File: config.mk
export PLATFORM = sky130hd
export DESIGN_NAME = aud_ser_tx
export DESIGN_NICKNAME = d
export VERILOG_FILES = /design/src/rtl/aud_tx_pkg.sv /design/src/rtl/aud_tx_clkgen.sv /design/src/rtl/aud_tx_feeder.sv /design/src/rtl/aud_tx_framer.sv /design/src/rtl/aud_ser_tx.sv
export SDC_FILE = /design/constraint.sdc
export NUM_CORES = 1
export LEC_CHECK = 0
export BUFFER_PORTS_ARGS = -buffer_cell sky130_fd_sc_hd__buf_2
export CAP_MARGIN = 20
export CORE_ASPECT_RATIO = 1.75
export CORE_UTILIZATION = 57
export CTS_CLUSTER_SIZE = 16
export DETAILED_ROUTE_END_ITERATION = 6
export GPL_ROUTABILITY_DRIVEN = 0
export PLACE_DENSITY_LB_ADDON = 0.12
export SYNTH_ARGS = -nofsm -noshare
export SYNTH_HDL_FRONTEND = slang
export SYNTH_HIERARCHICAL = 1
export SYNTH_SLANG_ARGS = --single-unit
File: constraint.sdc
create_clock -name clk -period 6.9 [get_ports clk]
set_clock_uncertainty 0.15 [all_clocks]
set_input_delay 0.69 -clock clk [delete_from_list [all_inputs] [get_ports clk]]
set_output_delay 0.69 -clock clk [all_outputs]
set_load 0.03 [all_outputs]
File: src/rtl/aud_tx_pkg.sv
// Shared types for the audio serial transmitter.
// Assumes: the format code is held stable while the port runs.
package aud_tx_pkg;

    typedef enum logic [2:0] {
        FMT_I2S  = 3'd0,
        FMT_LJ   = 3'd1,
        FMT_RJ   = 3'd2,
        FMT_DSPA = 3'd3,
        FMT_DSPB = 3'd4
    } fmt_e;

    // Formats whose data trails the frame-sync edge by one bit period.
    function automatic logic fmt_delayed(fmt_e f);
        return (f == FMT_I2S) || (f == FMT_DSPA);
    endfunction

    // Uninverted frame-sync level before the first frame: opposite of the
    // level the frame opens with, so the first frame shows its start edge.
    function automatic logic fmt_idle_fs(fmt_e f);
        return (f == FMT_I2S);
    endfunction

    function automatic logic fmt_is_dsp(fmt_e f);
        return (f == FMT_DSPA) || (f == FMT_DSPB);
    endfunction

endpackage

File: src/rtl/aud_tx_clkgen.sv
// Bit-clock generator. Produces an unpolarised bit clock (raw clock) that
// idles low and, while run is high, toggles every bclk_div/2 system clocks.
// fall_ev marks the system-clock edge on which the raw clock falls; all
// data and frame-sync updates happen there. Assumes bclk_div is even.
module aud_tx_clkgen #(
    parameter int DIV_W = 8
) (
    input  logic             clk,
    input  logic             rst_n,
    input  logic             run,
    input  logic [DIV_W-1:0] div,
    output logic             rclk,
    output logic             fall_ev
);

    logic [DIV_W-1:0] half_w;
    logic [DIV_W-1:0] half_last;
    logic [DIV_W-1:0] cnt;

    // Last count value of a half period (a divider below 2 acts as 2).
    always_comb begin
        half_w    = div >> 1;
        half_last = (half_w == '0) ? '0 : half_w - DIV_W'(1);
    end

    // Half-period counter and raw clock toggle.
    always_ff @(posedge clk) begin
        if (!rst_n || !run) begin
            cnt  <= '0;
            rclk <= 1'b0;
        end else if (cnt == half_last) begin
            cnt  <= '0;
            rclk <= ~rclk;
        end else begin
            cnt  <= cnt + DIV_W'(1);
        end
    end

    // Falling-edge event of the raw clock.
    assign fall_ev = run && rclk && (cnt == half_last);

    AST_IDLE_CLOCK_LOW: assert property (@(posedge clk) disable iff (!rst_n)
        !run |=> !rclk);
    AST_FALL_LEAVES_LOW: assert property (@(posedge clk) disable iff (!rst_n)
        fall_ev |=> !rclk);

endmodule

File: src/rtl/aud_tx_feeder.sv
// Sample intake. One holding register filled through valid/ready, moved to
// the active pair at each frame start. An empty holding register at a frame
// start yields a zero pair and sets the sticky underrun flag.
// Assumes frame_load is a single-cycle pulse.
module aud_tx_feeder #(
    parameter int WORD_MAX = 32
) (
    input  logic                clk,
    input  logic                rst_n,
    input  logic                in_valid,
    input  logic [WORD_MAX-1:0] in_left,
    input  logic [WORD_MAX-1:0] in_right,
    output logic                in_ready,
    input  logic                frame_load,
    output logic                pend_full,
    output logic [WORD_MAX-1:0] act_l,
    output logic [WORD_MAX-1:0] act_r,
    output logic                underrun
);

    logic [WORD_MAX-1:0] pend_l;
    logic [WORD_MAX-1:0] pend_r;
    logic                accept;

    assign in_ready = !pend_full;
    assign accept   = in_valid && in_ready;

    // Holding register: filled on accept, emptied at a frame start.
    always_ff @(posedge clk) begin
        if (!rst_n) begin
            pend_full <= 1'b0;
            pend_l    <= '0;
            pend_r    <= '0;
        end else if (accept) begin
            pend_full <= 1'b1;
            pend_l    <= in_left;
            pend_r    <= in_right;
        end else if (frame_load) begin
            pend_full <= 1'b0;
        end
    end

    // Active pair and underrun flag, updated at each frame start.
    always_ff @(posedge clk) begin
        if (!rst_n) begin
            act_l    <= '0;
            act_r    <= '0;
            underrun <= 1'b0;
        end else if (frame_load) begin
            act_l <= pend_full ? pend_l : '0;
            act_r <= pend_full ? pend_r : '0;
            if (!pend_full) underrun <= 1'b1;
        end
    end

    AST_HOLD_KEPT: assert property (@(posedge clk) disable iff (!rst_n)
        pend_full && !frame_load |=> pend_full && $stable(pend_l) && $stable(pend_r));
    AST_UNDERRUN_STICKY: assert property (@(posedge clk) disable iff (!rst_n)
        underrun |=> underrun);
    AST_UNDERRUN_ZEROS: assert property (@(posedge clk) disable iff (!rst_n)
        frame_load && !pend_full |=> (act_l == '0) && (act_r == '0) && underrun);

endmodule

File: src/rtl/aud_tx_framer.sv
// Frame sequencer. Tracks the bit period within the frame, selects the data
// bit for the chosen format from the active pair, applies the one-period
// delay for the delayed formats, and forms the uninverted frame sync.
// Assumes 1 <= smp_w <= slot_w <= WORD_MAX and a stable configuration.
module aud_tx_framer
    import aud_tx_pkg::*;
#(
    parameter int WORD_MAX = 32,
    localparam int SW_W    = $clog2(WORD_MAX + 1)
) (
    input  logic                clk,
    input  logic                rst_n,
    input  fmt_e                fmt,
    input  logic [SW_W-1:0]     smp_w,
    input  logic [SW_W-1:0]     slot_w,
    input  logic                pend_full,
    input  logic [WORD_MAX-1:0] act_l,
    input  logic [WORD_MAX-1:0] act_r,
    input  logic                fall_ev,
    output logic                running,
    output logic                frame_load,
    output logic                fs_raw,
    output logic                sd_raw
);

    localparam int PW = $clog2(2 * WORD_MAX);
    localparam int AW = PW + 1;
    localparam int IX = $clog2(WORD_MAX);

    logic [PW-1:0]       pos;
    logic                dly_q;
    logic [AW-1:0]       e_pos, e_slot, e_smp, last;
    logic [AW-1:0]       q;
    logic                in_right;
    logic [WORD_MAX-1:0] word;
    logic                base;
    logic                fs_run;
    logic                start;
    logic                frame_end;

    // Position arithmetic in a common width.
    always_comb begin
        e_pos     = AW'(pos);
        e_slot    = AW'(slot_w);
        e_smp     = AW'(smp_w);
        last      = (e_slot << 1) - AW'(1);
        in_right  = (e_pos >= e_slot);
        q         = in_right ? (e_pos - e_slot) : e_pos;
        word      = in_right ? act_r : act_l;
        frame_end = (e_pos == last);
    end

    // Undelayed data bit of the current bit period for the selected format.
    always_comb begin
        base = 1'b0;
        unique case (fmt)
            FMT_I2S, FMT_LJ: begin
                if (q < e_smp) base = word[IX'(e_smp - AW'(1) - q)];
            end
            FMT_RJ: begin
                if (q >= e_slot - e_smp) base = word[IX'(e_slot - AW'(1) - q)];
            end
            FMT_DSPA, FMT_DSPB: begin
                if (e_pos < e_smp)
                    base = act_l[IX'(e_smp - AW'(1) - e_pos)];
                else if (e_pos < (e_smp << 1))
                    base = act_r[IX'((e_smp << 1) - AW'(1) - e_pos)];
            end
            default: base = 1'b0;
        endcase
    end

    // Uninverted frame-sync level while running.
    always_comb begin
        unique case (fmt)
            FMT_I2S:            fs_run = in_right;
            FMT_LJ, FMT_RJ:     fs_run = !in_right;
            FMT_DSPA, FMT_DSPB: fs_run = (e_pos == '0);
            default:            fs_run = 1'b0;
        endcase
    end

    assign start      = !running && pend_full;
    assign frame_load = start || (fall_ev && frame_end);
    assign fs_raw     = running ? fs_run : fmt_idle_fs(fmt);
    assign sd_raw     = running ? (fmt_delayed(fmt) ? dly_q : base) : 1'b0;

    // Run state, bit position and one-period data delay.
    always_ff @(posedge clk) begin
        if (!rst_n) begin
            running <= 1'b0;
            pos     <= '0;
            dly_q   <= 1'b0;
        end else if (start) begin
            running <= 1'b1;
            pos     <= '0;
        end else if (fall_ev) begin
            dly_q <= base;
            pos   <= frame_end ? '0 : pos + PW'(1);
        end
    end

    AST_POS_IN_FRAME: assert property (@(posedge clk) disable iff (!rst_n)
        running |-> (e_pos <= last));
    AST_DSP_PULSE_ONE_SLOT: assert property (@(posedge clk) disable iff (!rst_n)
        running && fmt_is_dsp(fmt) && fs_raw && fall_ev |=> !fs_raw);
    AST_STAYS_RUNNING: assert property (@(posedge clk) disable iff (!rst_n)
        running |=> running);

endmodule

File: src/rtl/aud_ser_tx.sv
// Multi-format audio serial transmitter, master mode, two channels.
// Joins the bit-clock generator, the sample intake and the frame sequencer,
// and applies the two output polarities. The raw clock always carries the
// data change on its falling edge, so XOR with bclk_inv moves the sampling
// edge to falling bclk when inverted. Assumes configuration changes only
// during reset.
module aud_ser_tx
    import aud_tx_pkg::*;
#(
    parameter int  WORD_MAX = 32,
    parameter int  DIV_W    = 8,
    localparam int SW_W     = $clog2(WORD_MAX + 1)
) (
    input  logic                clk,
    input  logic                rst_n,
    input  logic                in_valid,
    input  logic [WORD_MAX-1:0] in_left,
    input  logic [WORD_MAX-1:0] in_right,
    output logic                in_ready,
    input  logic [2:0]          fmt_sel,
    input  logic                bclk_inv,
    input  logic                fs_inv,
    input  logic [DIV_W-1:0]    bclk_div,
    input  logic [SW_W-1:0]     smp_w,
    input  logic [SW_W-1:0]     slot_w,
    output logic                bclk,
    output logic                fsync,
    output logic                sdata,
    output logic                underrun
);

    fmt_e                fmt;
    logic                rclk;
    logic                fall_ev;
    logic                running;
    logic                frame_load;
    logic                pend_full;
    logic [WORD_MAX-1:0] act_l;
    logic [WORD_MAX-1:0] act_r;
    logic                fs_raw;
    logic                sd_raw;

    assign fmt = fmt_e'(fmt_sel);

    aud_tx_clkgen #(.DIV_W(DIV_W)) clkgen_i (
        .clk     (clk),
        .rst_n   (rst_n),
        .run     (running),
        .div     (bclk_div),
        .rclk    (rclk),
        .fall_ev (fall_ev)
    );

    aud_tx_feeder #(.WORD_MAX(WORD_MAX)) feeder_i (
        .clk        (clk),
        .rst_n      (rst_n),
        .in_valid   (in_valid),
        .in_left    (in_left),
        .in_right   (in_right),
        .in_ready   (in_ready),
        .frame_load (frame_load),
        .pend_full  (pend_full),
        .act_l      (act_l),
        .act_r      (act_r),
        .underrun   (underrun)
    );

    aud_tx_framer #(.WORD_MAX(WORD_MAX)) framer_i (
        .clk        (clk),
        .rst_n      (rst_n),
        .fmt        (fmt),
        .smp_w      (smp_w),
        .slot_w     (slot_w),
        .pend_full  (pend_full),
        .act_l      (act_l),
        .act_r      (act_r),
        .fall_ev    (fall_ev),
        .running    (running),
        .frame_load (frame_load),
        .fs_raw     (fs_raw),
        .sd_raw     (sd_raw)
    );

    // Output polarity.
    assign bclk  = rclk ^ bclk_inv;
    assign fsync = fs_raw ^ fs_inv;
    assign sdata = sd_raw;

    AST_DATA_ON_FALL: assert property (@(posedge clk) disable iff (!rst_n)
        (sdata != $past(sdata)) |-> !rclk);
    AST_SYNC_ON_FALL: assert property (@(posedge clk) disable iff (!rst_n)
        (fsync != $past(fsync)) |-> !rclk);
    AST_IDLE_NO_DATA: assert property (@(posedge clk) disable iff (!rst_n)
        !running |-> !sdata && (bclk == bclk_inv));

endmodule

==> metrics.yaml, run 1 <==
hold_class: "register to register"
r2r_start: "framer_i/pos[2]"
grt_max_degree: 134
drtAntennaViolNets: 0
cts_tree: "built"
cts-resized-gates: 0
layout-drive-gt1-share_pct: 18.1
insertion_delay_ns: 0.42
period_share_pct: 88.1
via_count: 7462
totalPowerFinal_mw: 2.11
synth_area_leaders: "dfxtp_1, mux2i_1, ha_1, mux4_2, nand2_1"
fillers: 1450
fin_ws_ns: 0.822
finalHoldViolations: 0
htree_num_levels: 4
viasPerCell: 5.73
syn_area_um2: 9490
synthArstFlopShare_pct: 0
cp.required_ns: 6.06
end_kind: "output port"
synth_most_common_cell: "dfxtp_1"
synth-seq-area-share_pct: 31.0
ys_top_cells_by_count: "dfxtp_1, nand2_1, mux2i_1, o21ai_0, nand3b_1"
preCtsSetupSlack_ns: 0.857
track_usage_pct: 27.0
fp.dieW_um: 99.5
dieArea_um2: 17200
hpwl_um: 16800
worstReg2RegEnd: "framer_i/dly_q"
antenna_cells: 0
worst_path_most_repeated_cell: "inv_1"
finalMaxSlewViolations: 0
hold_buffers: 0
status: "complete, no violations"
powerDensity_nw_per_um2: 201
fin_area_um2: 10500
numCtsBuffers: 17
dieHeight_um: 173
cts.sinks: 147
worstSetupStartpoint: "slot_w[2]"
yosysWarnings: 6
initial_core_util_pct: 58.0
grt_overflow: 0
drv_cap: 0
rsz0062_at_grt: "no"
power.leakage_nw: 4.24
period_needed_ns: 6.08
crit_chain: "buf_2, inv_1, ha_1, nand2_2, o21a_4, o21ai_4, o21ai_0, inv_1, ha_1, inv_1, fa_1, buf_4, mux4_2, mux4_2, mux2i_1, mux2i_1, a32oi_1, a31oi_1, buf_2"
drt_wl_total_um: 22200
grt_pass1_wl_um: 36500
cts_buffer_depth: 2
yosys.area.top_type: "dfxtp_1"
crit_type: "input pin to output port"
io_buffer_count: 95
peakVddDrop_uv: 165
ys_seq_elements: 147
core_area_um2: 16400
fin_tns_setup_ns: 0
grt_pass1_vias: 7370
drc: 0
slowest_stage: "mux4_2"
rrSetupSlack_ns: 2.14
first_iter_violations: 441
antenna_found_initial: 0
cp-endpoint: "sdata"
synth_nets: 1151
area_growth_pct: 10.7
cp_max_fo: 16
ctsRootBufferMaster: "clkbuf_16"
yosys.cell_types.count: 82
post_cts_buffers: 0
fin_nets: 1213
wire_per_inst_um: 17.1
fp-row-count: 62
dr.pass1.iters: 4
tightestPinTransition_ns: 0.936
clock.fmax_mhz: 165
synth_top_area_share_pct: 31.0
r2r_cells: 17
maxSlewHeadroom_pct: 37.6
syn-instance-count: 1003
path_clk_slew_ns: 0.07
synth_enable_flop_cells: 0
crit_arrival_ns: 5.24
setup_viol: 0
yosys_most_used_dff: "dfxtp_1"
avgSynthCellArea_um2: 9.46
cp-start-kind: "input pin"
placed_area_um2: 9930
slowest_delay_ns: 0.53
ios: 97
==> area by class of cell <==
type	count	area, um^2	share of cell area (%)
multi-input cells	758	6020	57.3
well taps	224	280	2.67
clock inverters	14	143	1.36
flip-flops and latches	147	2940	28.0
inverters	36	135	1.29
repair buffers	105	557	5.30
clock buffers	18	429	4.09
==> metal layers <==
metal / track usage, % / vias to the layer above / share of wire (%)
li1: - / 3733 / -
met1: 29.1 / 3510 / 39
met2: 50.1 / 160 / 54
met3: 3.56 / 59 / 2.4
met4: 14.3 / 0 / 4.8
met5: 0 / - / 0
==> sequential cells by signal (all words and copies together) (netlist names) <==
register and count:
clkgen_i/cnt 8, clkgen_i/rclk 1, feeder_i/act_l 32, feeder_i/act_r 32, feeder_i/pend_full 1, feeder_i/pend_l 32
feeder_i/pend_r 32, feeder_i/underrun 1, framer_i/dly_q 1, framer_i/pos 6, framer_i/running 1
==> critical path: cells and delay by family <==
family / cells / cell delay (ns)
mux: 4 / 1.25
compound gates: 5 / 1.17
fa+ha+maj: 3 / 1.07
buf+inv: 6 / 0.94
simple gates: 1 / 0.10
==> metrics by stage <==
step / hold WS, ns / utilization [%] / instances
2_1_floorplan: 0.285 / - / 1003
3_3_place_gp: 0.298 / 60.7 / 1270
3_5_place_dp: 0.305 / 60.7 / 1270
4_1_cts: 0.313 / 64.2 / 1302
5_1_grt: 0.322 / 64.2 / 1302
6_report: 0.311 / 64.2 / 1302
==> power by group <==
group	switching [mW]	total, mW	internal [mW]
registers	0.0152	0.895	0.880
clock network	0.396	0.905	0.509
logic	0.176	0.314	0.138
total	0.587	2.11	1.53
==> kinds of logic (layout without fill, tap and decap cells) <==
kind of cell             count (synthesis)  count (layout)  synth area share (%)
flip-flops                             147             147                  31.0
adder cells (fa/ha/maj)                 58              58                  7.99
AND/OR/NAND/NOR                        312             312                  16.8
buffers and inverters                   98             173                  5.59
XOR/XNOR                                46              46                  4.33
multiplexers                           167             167                  21.6
AO/OA/AOI/OAI                          175             175                  12.7
==> worst min-delay path by stage <==
| stage | start | endpoint | slack, ns | depth (start not counted) |
|---|---|---|---|---|
| after global routing | feeder_i/pend_r[31] | feeder_i/pend_r[31] | 0.32 | 2 |
| final | feeder_i/pend_r[25] | feeder_i/pend_r[25] | 0.31 | 2 |
| after CTS | feeder_i/pend_r[31] | feeder_i/pend_r[31] | 0.31 | 2 |
| after floorplan | feeder_i/pend_l[31] | feeder_i/pend_l[31] | 0.28 | 2 |
| after detailed placement | feeder_i/pend_r[31] | feeder_i/pend_r[31] | 0.31 | 2 |
| after global placement | feeder_i/underrun | feeder_i/underrun | 0.30 | 1 |
==> cells in the final DEF, fill, tap and decap left out, types with 3 or more instances in the layout <==
cell type	n
xnor2_1	25
a32o_1	7
mux4_1	3
a21oi_1	20
a21o_1	9
nand4_1	4
and3_1	3
inv_1	36
nor4_1	3
dfxtp_1	147
clkbuf_16	17
nor2_1	25
nand3b_1	59
buf_2	94
mux4_2	25
inv_6	7
a211oi_1	4
ha_1	51
buf_4	10
and2_1	5
nor2b_1	15
a31oi_1	7
mux2_2	9
o21ai_1	18
xor2_1	20
mux2i_1	130
nand3_1	19
fa_1	5
o211ai_1	4
o21a_1	9
nand2b_1	7
nand2_1	146
o21ai_0	60
nor3_1	8
(Power assumes the default switching activity.)
==> run 2: changes to the inputs <==
Settings changed: RECOVER_POWER set to 100.
==> run 2 against run 1 <==
Net effect:
- the run now ends with max-capacitance violations, max-slew violations left
- hold slack got worse by 0.00085 ns
- largest cell class unchanged
- sequential cell count stayed put
- highest routed layer unchanged
- largest power group unchanged
- wire length rose by 0.10%
==> metrics.yaml, run 2 (same netlist as run 1, synthesis figures left out) <==
hold_class: "register to register"  # unchanged
slowest_delay_ns: 0.56  # was 0.53 ns
status: "finished with violations"  # was complete, no violations
worstHoldEndpoint: "feeder_i/pend_r[25]"  # unchanged
fp-row-count: 62  # unchanged
first_iter_violations: 407  # was 441
period_needed_ns: 6.26  # was 6.08 ns
numCtsBuffers: 17  # unchanged
fin_tns_setup_ns: 0  # unchanged
via_count: 7446  # was 7,462
layout-drive-gt1-share_pct: 17.6  # was 18.1%
cts_tree: "built"  # unchanged
r2r_cells: 17  # unchanged
grt_overflow: 0  # unchanged
hpwl_um: 16800  # unchanged
slowest_stage: "mux4_2"  # unchanged
cts.sinks: 147  # unchanged
finalHoldViolations: 0  # unchanged
viasPerCell: 5.72  # was 5.73
peakVddDrop_uv: 166  # was 165 uV
clock.fmax_mhz: 160  # was 165 MHz
path_clk_slew_ns: 0.07  # about the same
antenna_cells: 0  # unchanged
worst_path_most_repeated_cell: "inv_1"  # unchanged
fin_ws_ns: 0.638  # was 0.822 ns
crit_chain: "buf_2, inv_1, ha_1, nand2_2, o21a_4, o21ai_4, o21ai_0, inv_1, ha_1, inv_1, fa_1, clkbuf_2, mux4_2, mux4_2, mux2i_1, mux2i_1, a32oi_1, a31oi_1, buf_2"  # was buf_2, inv_1, ha_1, nand2_2, o21a_4, o21ai_4, o21ai_0, inv_1, ha_1, inv_1, fa_1, buf_4, mux4_2, mux4_2, mux2i_1, mux2i_1, a32oi_1, a31oi_1, buf_2
ctsRootBufferMaster: "clkbuf_16"  # unchanged
failed_checks: "max-capacitance violations, max-slew violations"
end_kind: "output port"  # unchanged
ios: 97  # unchanged
fin_nets: 1213  # unchanged
fp.dieW_um: 99.5  # unchanged
min-delay-start: "feeder_i/pend_r[25]"  # unchanged
wire_per_inst_um: 17.1  # about the same
post_cts_buffers: 0  # unchanged
htree_num_levels: 4  # unchanged
drv_cap: 1  # was 0
grt_max_degree: 134  # unchanged
track_usage_pct: 27.0  # unchanged
cp_max_fo: 16  # unchanged
seq_area_um2: 2940  # unchanged
holdPathStages: 2  # unchanged
crit_type: "input pin to output port"  # unchanged
powerDensity_nw_per_um2: 202  # was 201 nW/um^2
final_common_cell: "dfxtp_1"  # unchanged
tightestPinTransition_ns: 5.18  # was 0.936 ns
cp-start-kind: "input pin"  # unchanged
drt_wl_total_um: 22300  # was 22,200 um
crit_arrival_ns: 5.42  # was 5.24 ns
insertion_delay_ns: 0.42  # about the same
grt_pass1_vias: 7370  # unchanged
cts_buffer_depth: 2  # unchanged
io_buffer_count: 95  # unchanged
preCtsSetupSlack_ns: 0.857  # unchanged
worstReg2RegEnd: "framer_i/dly_q"  # unchanged
core_area_um2: 16400  # unchanged
final_cell_mix: "dfxtp_1, nand2_1, mux2i_1, buf_2, o21ai_0"  # unchanged
dr.pass1.iters: 5  # was 4
drtAntennaViolNets: 0  # unchanged
hold_buffers: 0  # unchanged
period_share_pct: 90.8  # was 88.1%
initial_core_util_pct: 58.0  # unchanged
area_growth_pct: 10.4  # was 10.7%
cts-resized-gates: 0  # unchanged
setup_viol: 0  # unchanged
rrSetupSlack_ns: 1.94  # was 2.14 ns
finalMaxSlewViolations: 134  # was 0
multi_input_area_um2: 6000  # was 6020 um^2
power.leakage_nw: 4.23  # was 4.24 nW
dieArea_um2: 17200  # unchanged
maxSlewHeadroom_pct: -246  # was 37.6%
antenna_found_initial: 0  # unchanged
rsz0062_at_grt: "no"  # unchanged
cp.required_ns: 6.06  # about the same
drc: 0  # unchanged
r2r_start: "framer_i/pos[2]"  # unchanged
dieHeight_um: 173  # unchanged
fillers: 1456  # was 1,450
worstSetupStartpoint: "slot_w[2]"  # unchanged
grt_pass1_wl_um: 36500  # unchanged
[run 2: worst max-delay path: cells and delay by family]
family                   cells  cell delay (ns)
AND/OR/NAND/NOR              1             0.10
multiplexers                 4             1.28
AO/OA/AOI/OAI                5             1.15
adder cells (fa/ha/maj)      3             1.07
buffers and inverters        6             1.11
[run 2: worst max path at each step]
stage          endpoint  slack, ns  cells after the start
2_1_floorplan     sdata       0.90                     22
3_3_place_gp      sdata       0.94                     19
3_5_place_dp      sdata       0.86                     19
4_1_cts           sdata       0.84                     19
5_1_grt           sdata       0.30                     19
6_report          sdata       0.64                     19
[run 2: area by class of cell]
type | count | area share (%)
repair buffers | 105 | 5.18
multi-input cells | 758 | 57.3
clock buffers | 18 | 4.10
clock inverters | 14 | 1.36
inverters | 36 | 1.29
well taps | 224 | 2.68
flip-flops and latches | 147 | 28.1
[run 2: stage by stage]
step	utilization, %	hold WS (ns)	area, um^2	power [mW]	cells
after floorplan	-	0.285	9490	1.15	1003
after CTS	64.2	0.313	10500	2.14	1302
final	64.0	0.310	10500	2.12	1302
after detailed placement	60.7	0.305	9930	1.23	1270
after global placement	60.7	0.298	9930	1.22	1270
after global routing	64.0	0.322	10500	2.21	1302
[run 2: power by group]
group          total (mW)  internal [mW]  switching, mW
combinational       0.314          0.139          0.175
sequential          0.895          0.880         0.0149
clock               0.907          0.509          0.397
[run 2: routing by layer]
metal / vias up / global-route usage [%] / part of all wire, %
met5: - / 0 / 0
met4: 0 / 14.3 / 4.1
met3: 50 / 3.56 / 2.1
met1: 3524 / 29.1 / 39
met2: 141 / 50.1 / 54
li1: 3731 / - / -
==> run 3: changes to the inputs <==
Settings changed: CELL_PAD_IN_SITES_DETAIL_PLACEMENT set to 2, CELL_PAD_IN_SITES_GLOBAL_PLACEMENT set to 2, CORE_UTILIZATION 57 to 30.
==> run 3 against run 2 <==
Net effect:
- first-iteration DRC count shrank 38%
- die area rose by 88%
- fmax rose by 0.16%
- core utilization is 29 points lower
- the flow still finishes with violations (max-capacitance violations, max-slew violations)
- final cell count is 13% higher
- total power up 4.7%
- sequential power barely moved
- sequential share of layout area decreased by 0.73 points
- highest routed layer unchanged
- largest cell class unchanged
- setup slack better by 0.010 ns
- final area up 2.7%
- global-route usage decreased by 7.8 points
==> metrics.yaml, run 3 (same netlist as run 1, synthesis figures left out) <==
period_needed_ns: 6.25  # was 6.26 ns
preCtsSetupSlack_ns: 0.687  # was 0.857 ns
grt_overflow: 0  # unchanged
setup_viol: 0  # unchanged
tightestPinTransition_ns: 4.18  # was 5.18 ns
fin_ws_ns: 0.648  # was 0.638 ns
grt_max_degree: 97  # was 134
rsz0062_at_grt: "no"  # unchanged
core_area_um2: 30900  # was 16,400 um^2
period_share_pct: 90.6  # was 90.8%
ctsRootBufferMaster: "clkbuf_16"  # unchanged
dieHeight_um: 237  # was 173 um
cts_tree: "built"  # unchanged
drtAntennaViolNets: 0  # unchanged
status: "finished with violations"  # unchanged
cp_max_fo: 9  # was 16
crit_chain: "buf_2, inv_1, ha_1, a21oi_1, o21a_4, o21ai_4, nand2_1, o21ai_0, inv_1, ha_1, inv_1, fa_1, mux4_2, mux4_2, mux2i_1, mux2i_1, a32oi_1, a31oi_1, buf_2"  # was buf_2, inv_1, ha_1, nand2_2, o21a_4, o21ai_4, o21ai_0, inv_1, ha_1, inv_1, fa_1, clkbuf_2, mux4_2, mux4_2, mux2i_1, mux2i_1, a32oi_1, a31oi_1, buf_2
initial_core_util_pct: 30.7  # was 58.0%
slowest_stage: "fa_1"  # was mux4_2
dieArea_um2: 32400  # was 17,200 um^2
finalMaxSlewViolations: 144  # was 134
maxSlewHeadroom_pct: -179  # was -246%
wire_per_inst_um: 20.1  # was 17.1 um
peakVddDrop_uv: 190  # was 166 uV
via_count: 7702  # was 7,446
slowest_delay_ns: 0.87  # was 0.56 ns
drv_cap: 3  # was 1
fin_nets: 1216  # was 1,213
fp-row-count: 85  # was 62
drc: 0  # unchanged
fin_tns_setup_ns: 0  # unchanged
viasPerCell: 5.23  # was 5.72
area_growth_pct: 13.4  # was 10.4%
cts_buffer_depth: 2  # unchanged
hold_class: "register to register"  # unchanged
end_kind: "output port"  # unchanged
whs_ns: 0.315  # was 0.310 ns
track_usage_pct: 19.2  # was 27.0%
worst_path_most_repeated_cell: "inv_1"  # unchanged
numCtsBuffers: 17  # unchanged
cp.required_ns: 6.06  # about the same
cp-start-kind: "input pin"  # unchanged
hpwl_um: 23200  # was 16,800 um
cts.sinks: 147  # unchanged
dp_cells: 1440  # was 1,270
drt_wl_total_um: 29700  # was 22,300 um
fp.dieW_um: 136  # was 99.5 um
hold_buffers: 0  # unchanged
finalHoldViolations: 0  # unchanged
antenna_cells: 0  # unchanged
path_buf_inv: 5  # was 6
grt_pass1_wl_um: 46400  # was 36,500 um
htree_num_levels: 4  # unchanged
path_clk_slew_ns: 0.06  # was 0.07 ns
final_cell_mix: "dfxtp_1, nand2_1, mux2i_1, buf_2, o21ai_0"  # unchanged
layout-drive-gt1-share_pct: 17.4  # was 17.6%
power.leakage_nw: 4.27  # was 4.23 nW
ios: 97  # unchanged
antenna_found_initial: 0  # unchanged
io_buffer_count: 95  # unchanged
post_cts_buffers: 0  # unchanged
failed_checks: "max-capacitance violations, max-slew violations"  # unchanged
cts-resized-gates: 0  # unchanged
grt_pass1_vias: 8255  # was 7,370
first_iter_violations: 251  # was 407
clock.fmax_mhz: 160  # about the same
powerDensity_nw_per_um2: 206  # was 202 nW/um^2
instances_no_fill: 1472  # was 1,302
insertion_delay_ns: 0.43  # was 0.42 ns
crit_arrival_ns: 5.41  # was 5.42 ns
final_common_cell: "dfxtp_1"  # unchanged
crit_type: "input pin to output port"  # unchanged
utilization_pct: 34.7  # was 64.0%
critical-path-top-delay-family: "adder cells"  # was multiplexers
dr.pass1.iters: 4  # was 5
## run 3: changes by cell type in the layout (fill, tap and decap cells not counted), sizes merged
cell / delta
clkinvlp: -1
bufinv: +3
clkinv: +2
inv: -9
clkbuf: +7
buf: +1
## run 3: area by class of cell
class                      count  area, um^2
clock inverter                 9         151
multi-input combinational    758        6000
inverter                      36         135
fill                        3422       20200
tap                          391         489
sequential                   147        2940
clock buffer                  23         478
timing repair buffer         108         561
## run 3: where the power goes
group          internal [mW]  total [mW]  switching, mW  leakage, nW
logic                  0.140       0.329          0.189         2.76
registers              0.881       0.897         0.0161         1.20
clock network          0.632       0.988          0.356        0.307
total                   1.65        2.21          0.561         4.27
## run 3: stage by stage
step           cell area [um^2]  power (mW)
2_1_floorplan              9490        1.15
3_3_place_gp              10200        1.25
3_5_place_dp              10200        1.25
4_1_cts                   10800        2.26
5_1_grt                   10800        2.32
6_report                  10800        2.21
## run 3: worst paths after layout
check,start,endpoint,slack (ns),depth (start not counted)
worst max-delay path,slot_w[2],sdata,0.65,19
worst min-delay path,feeder_i/pend_l[19],feeder_i/pend_l[19],0.32,2
worst max register to register,framer_i/pos[5],framer_i/dly_q,2.04,16
worst min register to register,feeder_i/pend_l[19],feeder_i/pend_l[19],0.32,2
## run 3: worst min-delay path: stages, from the launching register on
cell and delay [ns]:
dfxtp_1 0.30, nand2_1 0.06, mux2i_1 0.06
## run 3: routing by layer
metal / GRT usage [%] / vias up / share of wire [%]
li1: - / 3732 / -
met1: 19.2 / 3774 / 37
met2: 37.0 / 137 / 57
met3: 2.90 / 59 / 2.3
met4: 9.87 / 0 / 4.3
met5: 0 / - / 0
